--- src/rtl/rtc_cal_pkg.sv ---
package rtc_cal_pkg;

    localparam int FIELD_W = 8;
    localparam int WDAY_W  = 3;
    localparam int SEL_W   = 3;

    typedef enum logic [SEL_W-1:0] {
        SEL_SEC  = 3'd0,
        SEL_MIN  = 3'd1,
        SEL_HOUR = 3'd2,
        SEL_DATE = 3'd3,
        SEL_MON  = 3'd4,
        SEL_YEAR = 3'd5,
        SEL_WDAY = 3'd6
    } field_sel_e;

    typedef enum logic [1:0] {
        MODE_12_AM = 2'd0,
        MODE_12_PM = 2'd1,
        MODE_24    = 2'd2
    } hour_mode_e;

    // Add one to a two-digit packed BCD value.
    function automatic logic [FIELD_W-1:0] bcd_inc(input logic [FIELD_W-1:0] v);
        if (v[3:0] >= 4'd9) return {v[7:4] + 4'd1, 4'd0};
        else                return {v[7:4], v[3:0] + 4'd1};
    endfunction

    // Leap test on the two-digit value only (no century rule).
    function automatic logic yr_is_leap(input logic [FIELD_W-1:0] y);
        logic [6:0] bin;
        bin = 7'(y[7:4]) * 7'd10 + 7'(y[3:0]);
        return (bin[1:0] == 2'b00);
    endfunction

    // Last day number, in BCD, of a month.
    function automatic logic [FIELD_W-1:0] last_day(input logic [FIELD_W-1:0] mon,
                                                   input logic [FIELD_W-1:0] y);
        case (mon)
            8'h02:                      return yr_is_leap(y) ? 8'h29 : 8'h28;
            8'h04, 8'h06, 8'h09, 8'h11: return 8'h30;
            default:                    return 8'h31;
        endcase
    endfunction

endpackage

--- src/rtl/rtc_mod_counter.sv ---
module rtc_mod_counter
    import rtc_cal_pkg::*;
#(
    parameter logic [FIELD_W-1:0] TOP_VAL = 8'h59
) (
    input  logic               clk,
    input  logic               rst_n,
    input  logic               step,
    input  logic               load,
    input  logic [FIELD_W-1:0] load_val,
    output logic [FIELD_W-1:0] value,
    output logic               carry
);

    logic [FIELD_W-1:0] cnt_q;

    always_ff @(posedge clk or negedge rst_n) begin
        if (!rst_n)     cnt_q <= '0;
        else if (load)  cnt_q <= load_val;
        else if (step)  cnt_q <= (cnt_q == TOP_VAL) ? '0 : bcd_inc(cnt_q);
    end

    always_comb begin
        value = cnt_q;
        carry = step && (cnt_q == TOP_VAL);
    end

endmodule

--- src/rtl/rtc_hour_counter.sv ---
module rtc_hour_counter
    import rtc_cal_pkg::*;
(
    input  logic               clk,
    input  logic               rst_n,
    input  logic               step,
    input  logic               load,
    input  logic [FIELD_W-1:0] load_val,
    output logic [FIELD_W-1:0] value,
    output logic               day_end
);

    logic [FIELD_W-1:0] hr_q;
    logic [FIELD_W-1:0] hr_next;
    logic [4:0]         h12;
    logic               wrap_day;
    hour_mode_e         mode;

    // Decode the stored byte into its format state.
    always_comb begin
        if (hr_q[7])      mode = MODE_24;
        else if (hr_q[5]) mode = MODE_12_PM;
        else              mode = MODE_12_AM;
    end

    // Next hour value and day-end flag for one hour step.
    always_comb begin
        h12      = hr_q[4:0];
        hr_next  = hr_q;
        wrap_day = 1'b0;
        unique case (mode)
            MODE_24: begin
                if (hr_q[5:0] == 6'h23) begin
                    hr_next  = 8'h80;
                    wrap_day = 1'b1;
                end else begin
                    hr_next  = {2'b10, 6'(bcd_inc({2'b00, hr_q[5:0]}))};
                end
            end
            MODE_12_AM, MODE_12_PM: begin
                if (h12 == 5'h12) begin
                    hr_next = {2'b00, hr_q[5], 5'h01};
                end else if (h12 == 5'h11) begin
                    hr_next  = {2'b00, (mode == MODE_12_AM), 5'h12};
                    wrap_day = (mode == MODE_12_PM);
                end else begin
                    hr_next = {2'b00, hr_q[5], 5'(bcd_inc({3'b000, h12}))};
                end
            end
            default: hr_next = hr_q;
        endcase
    end

    always_ff @(posedge clk or negedge rst_n) begin
        if (!rst_n)     hr_q <= 8'h12;
        else if (load)  hr_q <= load_val;
        else if (step)  hr_q <= hr_next;
    end

    always_comb begin
        value   = hr_q;
        day_end = step && wrap_day;
    end

endmodule

--- src/rtl/rtc_date_counter.sv ---
module rtc_date_counter
    import rtc_cal_pkg::*;
(
    input  logic               clk,
    input  logic               rst_n,
    input  logic               step,
    input  logic               load_date,
    input  logic               load_mon,
    input  logic               load_year,
    input  logic               load_wday,
    input  logic [FIELD_W-1:0] load_val,
    output logic [FIELD_W-1:0] date,
    output logic [FIELD_W-1:0] month,
    output logic [FIELD_W-1:0] year,
    output logic [WDAY_W-1:0]  wday
);

    localparam logic [WDAY_W-1:0] WDAY_LAST = WDAY_W'(6);

    logic [FIELD_W-1:0] date_q, mon_q, year_q;
    logic [WDAY_W-1:0]  wday_q;
    logic               month_end, year_end;

    always_comb begin
        month_end = step && (date_q == last_day(mon_q, year_q));
        year_end  = month_end && (mon_q == 8'h12);
    end

    always_ff @(posedge clk or negedge rst_n) begin
        if (!rst_n) begin
            date_q <= 8'h01;
            mon_q  <= 8'h01;
            year_q <= 8'h00;
            wday_q <= '0;
        end else begin
            if (load_date)      date_q <= load_val;
            else if (month_end) date_q <= 8'h01;
            else if (step)      date_q <= bcd_inc(date_q);

            if (load_mon)       mon_q <= load_val;
            else if (year_end)  mon_q <= 8'h01;
            else if (month_end) mon_q <= bcd_inc(mon_q);

            if (load_year)      year_q <= load_val;
            else if (year_end)  year_q <= (year_q == 8'h99) ? 8'h00 : bcd_inc(year_q);

            if (load_wday)      wday_q <= load_val[WDAY_W-1:0];
            else if (step)      wday_q <= (wday_q >= WDAY_LAST) ? '0 : wday_q + 1'b1;
        end
    end

    always_comb begin
        date  = date_q;
        month = mon_q;
        year  = year_q;
        wday  = wday_q;
    end

endmodule

--- src/rtl/bcd_rtc_calendar.sv ---
module bcd_rtc_calendar
    import rtc_cal_pkg::*;
(
    input  logic               clk,
    input  logic               rst_n,
    input  logic               tick_1s,
    input  logic               wr_en,
    input  logic [SEL_W-1:0]   wr_sel,
    input  logic [FIELD_W-1:0] wr_data,
    output logic [FIELD_W-1:0] sec_o,
    output logic [FIELD_W-1:0] min_o,
    output logic [FIELD_W-1:0] hour_o,
    output logic [FIELD_W-1:0] date_o,
    output logic [FIELD_W-1:0] month_o,
    output logic [FIELD_W-1:0] year_o,
    output logic [WDAY_W-1:0]  wday_o
);

    localparam int N_SEL = 7;

    logic [N_SEL-1:0] ld;
    logic             tick_eff;
    logic             sec_carry, min_carry, day_end, unused_carry;

    // One load strobe per field.
    for (genvar g = 0; g < N_SEL; g++) begin : g_ld
        assign ld[g] = wr_en && (wr_sel == SEL_W'(g));
    end

    // A seconds write swallows a tick on the same edge.
    assign tick_eff = tick_1s && !ld[SEL_SEC];

    rtc_mod_counter #(.TOP_VAL(8'h59)) u_sec (
        .clk(clk), .rst_n(rst_n), .step(tick_eff),
        .load(ld[SEL_SEC]), .load_val(wr_data),
        .value(sec_o), .carry(sec_carry)
    );

    rtc_mod_counter #(.TOP_VAL(8'h59)) u_min (
        .clk(clk), .rst_n(rst_n), .step(sec_carry),
        .load(ld[SEL_MIN]), .load_val(wr_data),
        .value(min_o), .carry(min_carry)
    );

    rtc_hour_counter u_hour (
        .clk(clk), .rst_n(rst_n), .step(min_carry),
        .load(ld[SEL_HOUR]), .load_val(wr_data),
        .value(hour_o), .day_end(day_end)
    );

    rtc_date_counter u_cal (
        .clk(clk), .rst_n(rst_n), .step(day_end),
        .load_date(ld[SEL_DATE]), .load_mon(ld[SEL_MON]),
        .load_year(ld[SEL_YEAR]), .load_wday(ld[SEL_WDAY]),
        .load_val(wr_data),
        .date(date_o), .month(month_o), .year(year_o), .wday(wday_o)
    );

    assign unused_carry = 1'b0;

endmodule

--- config.mk ---
export PLATFORM = sky130hd
export DESIGN_NAME = bcd_rtc_calendar
export DESIGN_NICKNAME = d
export VERILOG_FILES = /design/src/rtl/rtc_cal_pkg.sv /design/src/rtl/rtc_mod_counter.sv /design/src/rtl/rtc_hour_counter.sv /design/src/rtl/rtc_date_counter.sv /design/src/rtl/bcd_rtc_calendar.sv
export SDC_FILE = /design/constraint.sdc
export NUM_CORES = 1
export LEC_CHECK = 0
export ABC_AREA = 0
export CORE_MARGIN = 3
export CORE_UTILIZATION = 58
export CTS_CLUSTER_DIAMETER = 50
export DETAILED_ROUTE_END_ITERATION = 10
export GPL_TIMING_DRIVEN = 0
export PLACE_DENSITY = 0.87
export SLEW_MARGIN = 40
export SYNTH_ARGS = -nofsm -noshare
export SYNTH_HDL_FRONTEND = slang
export SYNTH_SLANG_ARGS = --single-unit
--- constraint.sdc ---
create_clock -name clk -period 4.4 [get_ports clk]
set_input_delay 0.44 -clock clk [delete_from_list [all_inputs] [get_ports clk]]
set_output_delay 0.44 -clock clk [all_outputs]
set_load 0.01 [all_outputs]
==> impl_metrics.ini, run 1 <==
[yosys]
synth.most_common_cell = nand2_1
async_flop_share = 1.00
synth.largest_area_cell = dfrtp_1
syn_nets = 497
syn_avg_cell_area_um2 = 8.46
ys_seq_area_frac = 0.337
synth_warnings = 0
yosys_most_used_dff = dfrtp_1
synth_common_cells = nand2_1, dfrtp_1, nor2_1
synth_cell_types = 63
postSynthCellCount = 449
syn_area_mm2 = 0.00380
ys_top_cells_by_area = dfrtp_1, ha_1, nand2_1
ys_ff_latch = 51
synth_edf_count = 0
synth_top_area_frac = 0.310

[drt]
drt_iter0_drc = 267
routed_wl_um = 9920
routedWlPerCell_um = 16.6
first_pass_iters = 5
drtAntennaViolNets = 0
post-route-drc-count = 0
num_vias = 3759
drt-vias-per-instance = 6.29

[floorplanning]
io_pins = 66
die_area_mm2 = 0.00755
start_util = 0.619
num_rows = 28
die_x_um = 86.9
dieHeight_um = 86.9
coreArea_mm2 = 0.00613

[global_route]
grt_pass1_vias = 3454
met2_usage = 0.416
grt_use_met3 = 0.0482
grt_max_degree = 31
grt_pass1_wl_um = 16400
use_met1 = 0.388
antenna_found_initial = 0
grt_usage = 0.273
top_usage_layer = met2
grt.overflow.total = 0

[clock_network]
post_cts_resized = 0
htree_num_levels = 2
clk_latency_ns = 0.31
clock_sinks = 51
cts_buffers = 5
cts_tree = yes
clockRootBuffer = clkbuf_8
clock_path_buffers = 2
holdBufCountCts = 0
cts_setup_buffers = 0
cts.clk_slew.worst_paths_ns = 0.09

[power]
power_density_mw_per_mm2 = 417
internal_power_mw = 1.17
swShare = 0.396
power.leakage_nw = 1.93
power_frac_seq = 0.406
clock_power_share = 0.148
irDropWorstVdd_uv = 283
p_total_mw = 1.94
power.switching_mw = 0.769
combinationalPowerShare = 0.447

[placed_design]
dpl.cell_count = 590
gp_congestion = 0.889
hpwlAfterDp_um = 7310
portBuffers = 65

[sta]
period_share = 0.692
fin_worst_skew_ns = 0.00510
hold_violations = 0
fin_tns_setup_ns = 0
fin_crit_ns = 3.05
drv_slew = 0
slew_headroom = 0.529
finalSetupViolCount = 0
worst_pin_slew_ns = 0.700
fmax_mhz = 328
rsz0062_at_grt = false
holdWs_ns = 0.0115

[setup_path]
worstSetupStartpoint = u_hour.value[1]$_DFFE_PN1P_
startpoint_type = flip-flop
worstRegToRegCells = 8
worstSetupPathType = flip-flop to flip-flop
cp.required_ns = 4.60
crit_fanout = 6
rr_startpoint = u_hour.value[1]$_DFFE_PN1P_
regToRegSetupSlack_ns = 1.35
cp-endpoint = u_cal.year[6]$_DFFE_PN0P_
cp-end-kind = flip-flop
r2r-end = u_cal.year[6]$_DFFE_PN0P_
cp.arrival_ns = 3.25

[cells_and_area]
post-route-util = 0.759
multi_input_area_mm2 = 0.00234
final_cells = 598
syn2layout_area_growth_pct = 22.6
drive_above_1_share = 0.0631
n_antenna_cell = 0
seqCellArea_mm2 = 0.00128
num-fill-cells = 451
nets = 570

[hold_path]
hp-class = input pin to asynchronous set/reset pin

[run_status]
status = finished, final reports clean

[flow_run]
maxCapViolations = 0
==> power by group through the flow <==
stage	Clock [mW]	Combinational, mW	Sequential, mW
finish	0.287	0.867	0.788
global route	0.314	0.962	0.816
CTS	0.289	0.868	0.783
detailed placement	0	0.865	0.790
global placement	0	0.832	0.786
floorplan	0	0.437	0.807
==> state kept, by name (all words and copies together) (netlist names) <==
name	count
u_cal.date	8
u_cal.month	8
u_cal.year	8
u_hour.value	8
u_min.value	8
u_sec.value	8
u_cal.wday	3
==> critical path: stages, from the launching register on <==
cell	delay [ns]
dfstp_2	0.58
ha_1	0.19
nor4bb_1	0.39
a32o_1	0.23
nand3_1	0.19
or3_1	0.43
nor4_2	0.43
nor2_1	0.17
a211o_1	0.32
==> placed cells by master (no fill, tap or decap), types with 4 or more instances in the layout <==
cell,instances
a21oi_1,34
a31oi_1,10
and2_1,4
and3_1,9
and4b_1,4
clkbuf_1,12
clkbuf_8,6
clkdlybuf4s50_1,64
dfrtp_1,47
dfstp_2,4
ha_1,33
inv_1,24
mux2i_1,4
nand2_1,49
nand2b_1,4
nand3_1,23
nand3b_1,4
nor2_1,40
nor2b_1,6
nor3_1,8
nor3b_1,6
nor4b_1,6
o211ai_1,4
o21ai_0,34
o21ai_1,7
o31ai_1,8
or3_1,7
==> routing by layer <==
layer | share of wire | vias up | routed length, µm
met5 | 0 | - | 0
met4 | 0.028 | 0 | 275
met3 | 0.065 | 26 | 642
met2 | 0.45 | 148 | 4480
met1 | 0.46 | 1801 | 4520
li1 | - | 1784 | -
==> metrics by stage <==
stage	setup slack, ns	cell area [µm²]
2_1_floorplan	1.78	3800
3_3_place_gp	1.25	4540
3_5_place_dp	1.12	4560
4_1_cts	1.40	4660
5_1_grt	1.17	4660
6_report	1.35	4660
==> cell families after synthesis <==
kind of cell	synth area share
AOI/OAI and AO/OA	0.211
xor gates and xnor gates	0.00923
adders and majority gates	0.109
buffers and inverters	0.0468
DFF	0.337
muxes	0.0224
and+or+nand+nor	0.264
==> layout make-up <==
type	count	share of cell area
multi-input combinational	357	0.503
sequential	51	0.275
timing repair buffer	66	0.144
tap	75	0.0202
inverter	24	0.0193
buffer	17	0.0188
clock buffer	7	0.0185
clock inverter	1	0.00107
==> worst min-delay path by stage <==
stage	startpoint	to
2_1_floorplan	rst_n	u_cal.date[1]$_DFFE_PN0P_
3_3_place_gp	u_sec.value[7]$_DFFE_PN0P_	u_sec.value[7]$_DFFE_PN0P_
3_5_place_dp	rst_n	u_cal.month[4]$_DFFE_PN0P_
4_1_cts	rst_n	u_sec.value[4]$_DFFE_PN0P_
5_1_grt	rst_n	u_sec.value[4]$_DFFE_PN0P_
6_report	rst_n	u_cal.month[4]$_DFFE_PN0P_
(Power assumes the default switching activity.)
==> run 2, diff against run 1 <==
Settings changed: CORE_UTILIZATION 58 to 49, PLACE_DENSITY 0.87 to 0.78.
Clock period 4.4 ns to 2.8 ns, I/O delays scaled along.
==> impl_metrics.ini, run 2 (synthesized netlist as in run 1, its figures left out) <==
[drt]
routed_wl_um = 10500
post-route-drc-count = 0
drt_iter0_drc = 264
drt-vias-per-instance = 5.84
num_vias = 3695
routedWlPerCell_um = 16.6
drtAntennaViolNets = 0
first_pass_iters = 5

[sta]
fin_crit_ns = 2.71
fin_tns_setup_ns = 0
fmax_mhz = 369
worst_pin_slew_ns = 0.820
period_share = 0.968
hold_violations = 0
holdWs_ns = 0.408
finalSetupViolCount = 0
drv_slew = 0
slew_headroom = 0.448
fin_worst_skew_ns = 0.00629

[floorplanning]
io_pins = 66
die_x_um = 94.0
coreArea_mm2 = 0.00737
dieHeight_um = 94.0
die_area_mm2 = 0.00884
num_rows = 31
start_util = 0.515

[cells_and_area]
syn2layout_area_growth_pct = 29.2
final_cells = 633
drive_above_1_share = 0.116
num-fill-cells = 611
final_cell_mix = clkdlybuf4s50_1, nand2_1, dfrtp_1
n_antenna_cell = 0
postLayoutCellArea_mm2 = 0.00491
nets = 581
post-route-util = 0.666
mostFrequentLayoutCell = clkdlybuf4s50_1

[global_route]
grt_max_degree = 32
grt_pass1_vias = 3413
grt_usage = 0.237
grt.overflow.total = 0
antenna_found_initial = 0
grt_pass1_wl_um = 16700

[setup_path]
crit_fanout = 8
worstSetupPathType = flip-flop to flip-flop
cp.arrival_ns = 2.94
startpoint_type = flip-flop
regToRegSetupSlack_ns = 0.09
cp.required_ns = 3.03
cp-end-kind = flip-flop

[flow_run]
maxCapViolations = 0

[clock_network]
htree_num_levels = 2
clk_latency_ns = 0.30
cts_buffers = 5
cts.clk_slew.worst_paths_ns = 0.09
clock_sinks = 51
cts_tree = yes
clock_path_buffers = 2
clockRootBuffer = clkbuf_8

[hold_path]
hp-class = input pin to asynchronous set/reset pin

[power]
power.leakage_nw = 2.00
irDropWorstVdd_uv = 410
power_density_mw_per_mm2 = 639

[placed_design]
placedInstanceArea_mm2 = 0.00459
hpwlAfterDp_um = 7410
portBuffers = 65
gp_congestion = 0.888
dpl.cell_count = 614

[run_status]
status = finished, final reports clean
run 2: cell types whose count changed in the layout (fill, tap and decap cells not counted), sizes merged:
| cell | previous run | this run |
|---|---|---|
| dlygate4sd3 | 0 | 1 |
| clkbuf | 18 | 17 |
| buf | 8 | 19 |
run 2: final timing paths:
path                                          endpoint                         from  cells after the start
setup / recovery             u_cal.year[3]$_DFFE_PN0P_   u_min.value[1]$_DFFE_PN0P_                     11
hold / removal              u_cal.month[3]$_DFFE_PN0P_                        rst_n                      2
setup reg to reg             u_cal.year[3]$_DFFE_PN0P_   u_min.value[1]$_DFFE_PN0P_                     11
hold reg to reg            u_hour.value[6]$_DFFE_PN0P_  u_hour.value[6]$_DFFE_PN0P_                      2
max in group asynchronous  u_hour.value[4]$_DFFE_PN1P_                        rst_n                      3
min in group clk           u_hour.value[6]$_DFFE_PN0P_  u_hour.value[6]$_DFFE_PN0P_                      2
run 2: cell type report:
class	count	area [µm²]	share of cell area
Multi-Input combinational cell	357	2470	0.504
Sequential cell	51	1280	0.262
Timing Repair Buffer	78	761	0.155
Tap cell	99	124	0.0252
Buffer	16	93.8	0.0191
Inverter	24	90.1	0.0184
Clock buffer	7	76.3	0.0156
Clock inverter	1	5.00	0.00102
run 2: power breakdown:
group	total (mW)	switching (mW)	internal, mW
Clock	0.421	0.244	0.176
Combinational	1.46	0.690	0.770
Sequential	1.26	0.321	0.934
run 2: timing repair:
action	4_1_cts	5_1_grt
cloned	0	0
pin swaps	0	5
buffers inserted	0	11
gates resized for setup	6	25
endpoints found under the hold margin	18	0
hold buffers	1	0
setup endpoints to repair	7	18
run 2: metrics by stage:
step,total power [mW],worst slack (ns)
4_1_cts,3.05,0.0140
2_1_floorplan,1.96,0.182
6_report,3.14,0.0904
3_3_place_gp,2.56,-0.268
3_5_place_dp,2.61,-0.323
5_1_grt,3.37,-0.0245
run 2: critical path, cell delays in order, from the launching register on:
cell	delay (ns)
dfrtp_1	0.41
inv_1	0.10
ha_1	0.20
nor4bb_2	0.25
and3_4	0.27
and3_1	0.17
buf_6	0.14
o311ai_4	0.12
or4_4	0.46
buf_6	0.15
o31a_1	0.24
o22ai_2	0.11
run 2: metal layers:
layer	vias to the layer above	track usage	wire length [µm]
li1	1795	-	-
met1	1767	0.321	4690
met2	119	0.389	5050
met3	14	0.0449	623
met4	0	0.0650	140
met5	-	0	0
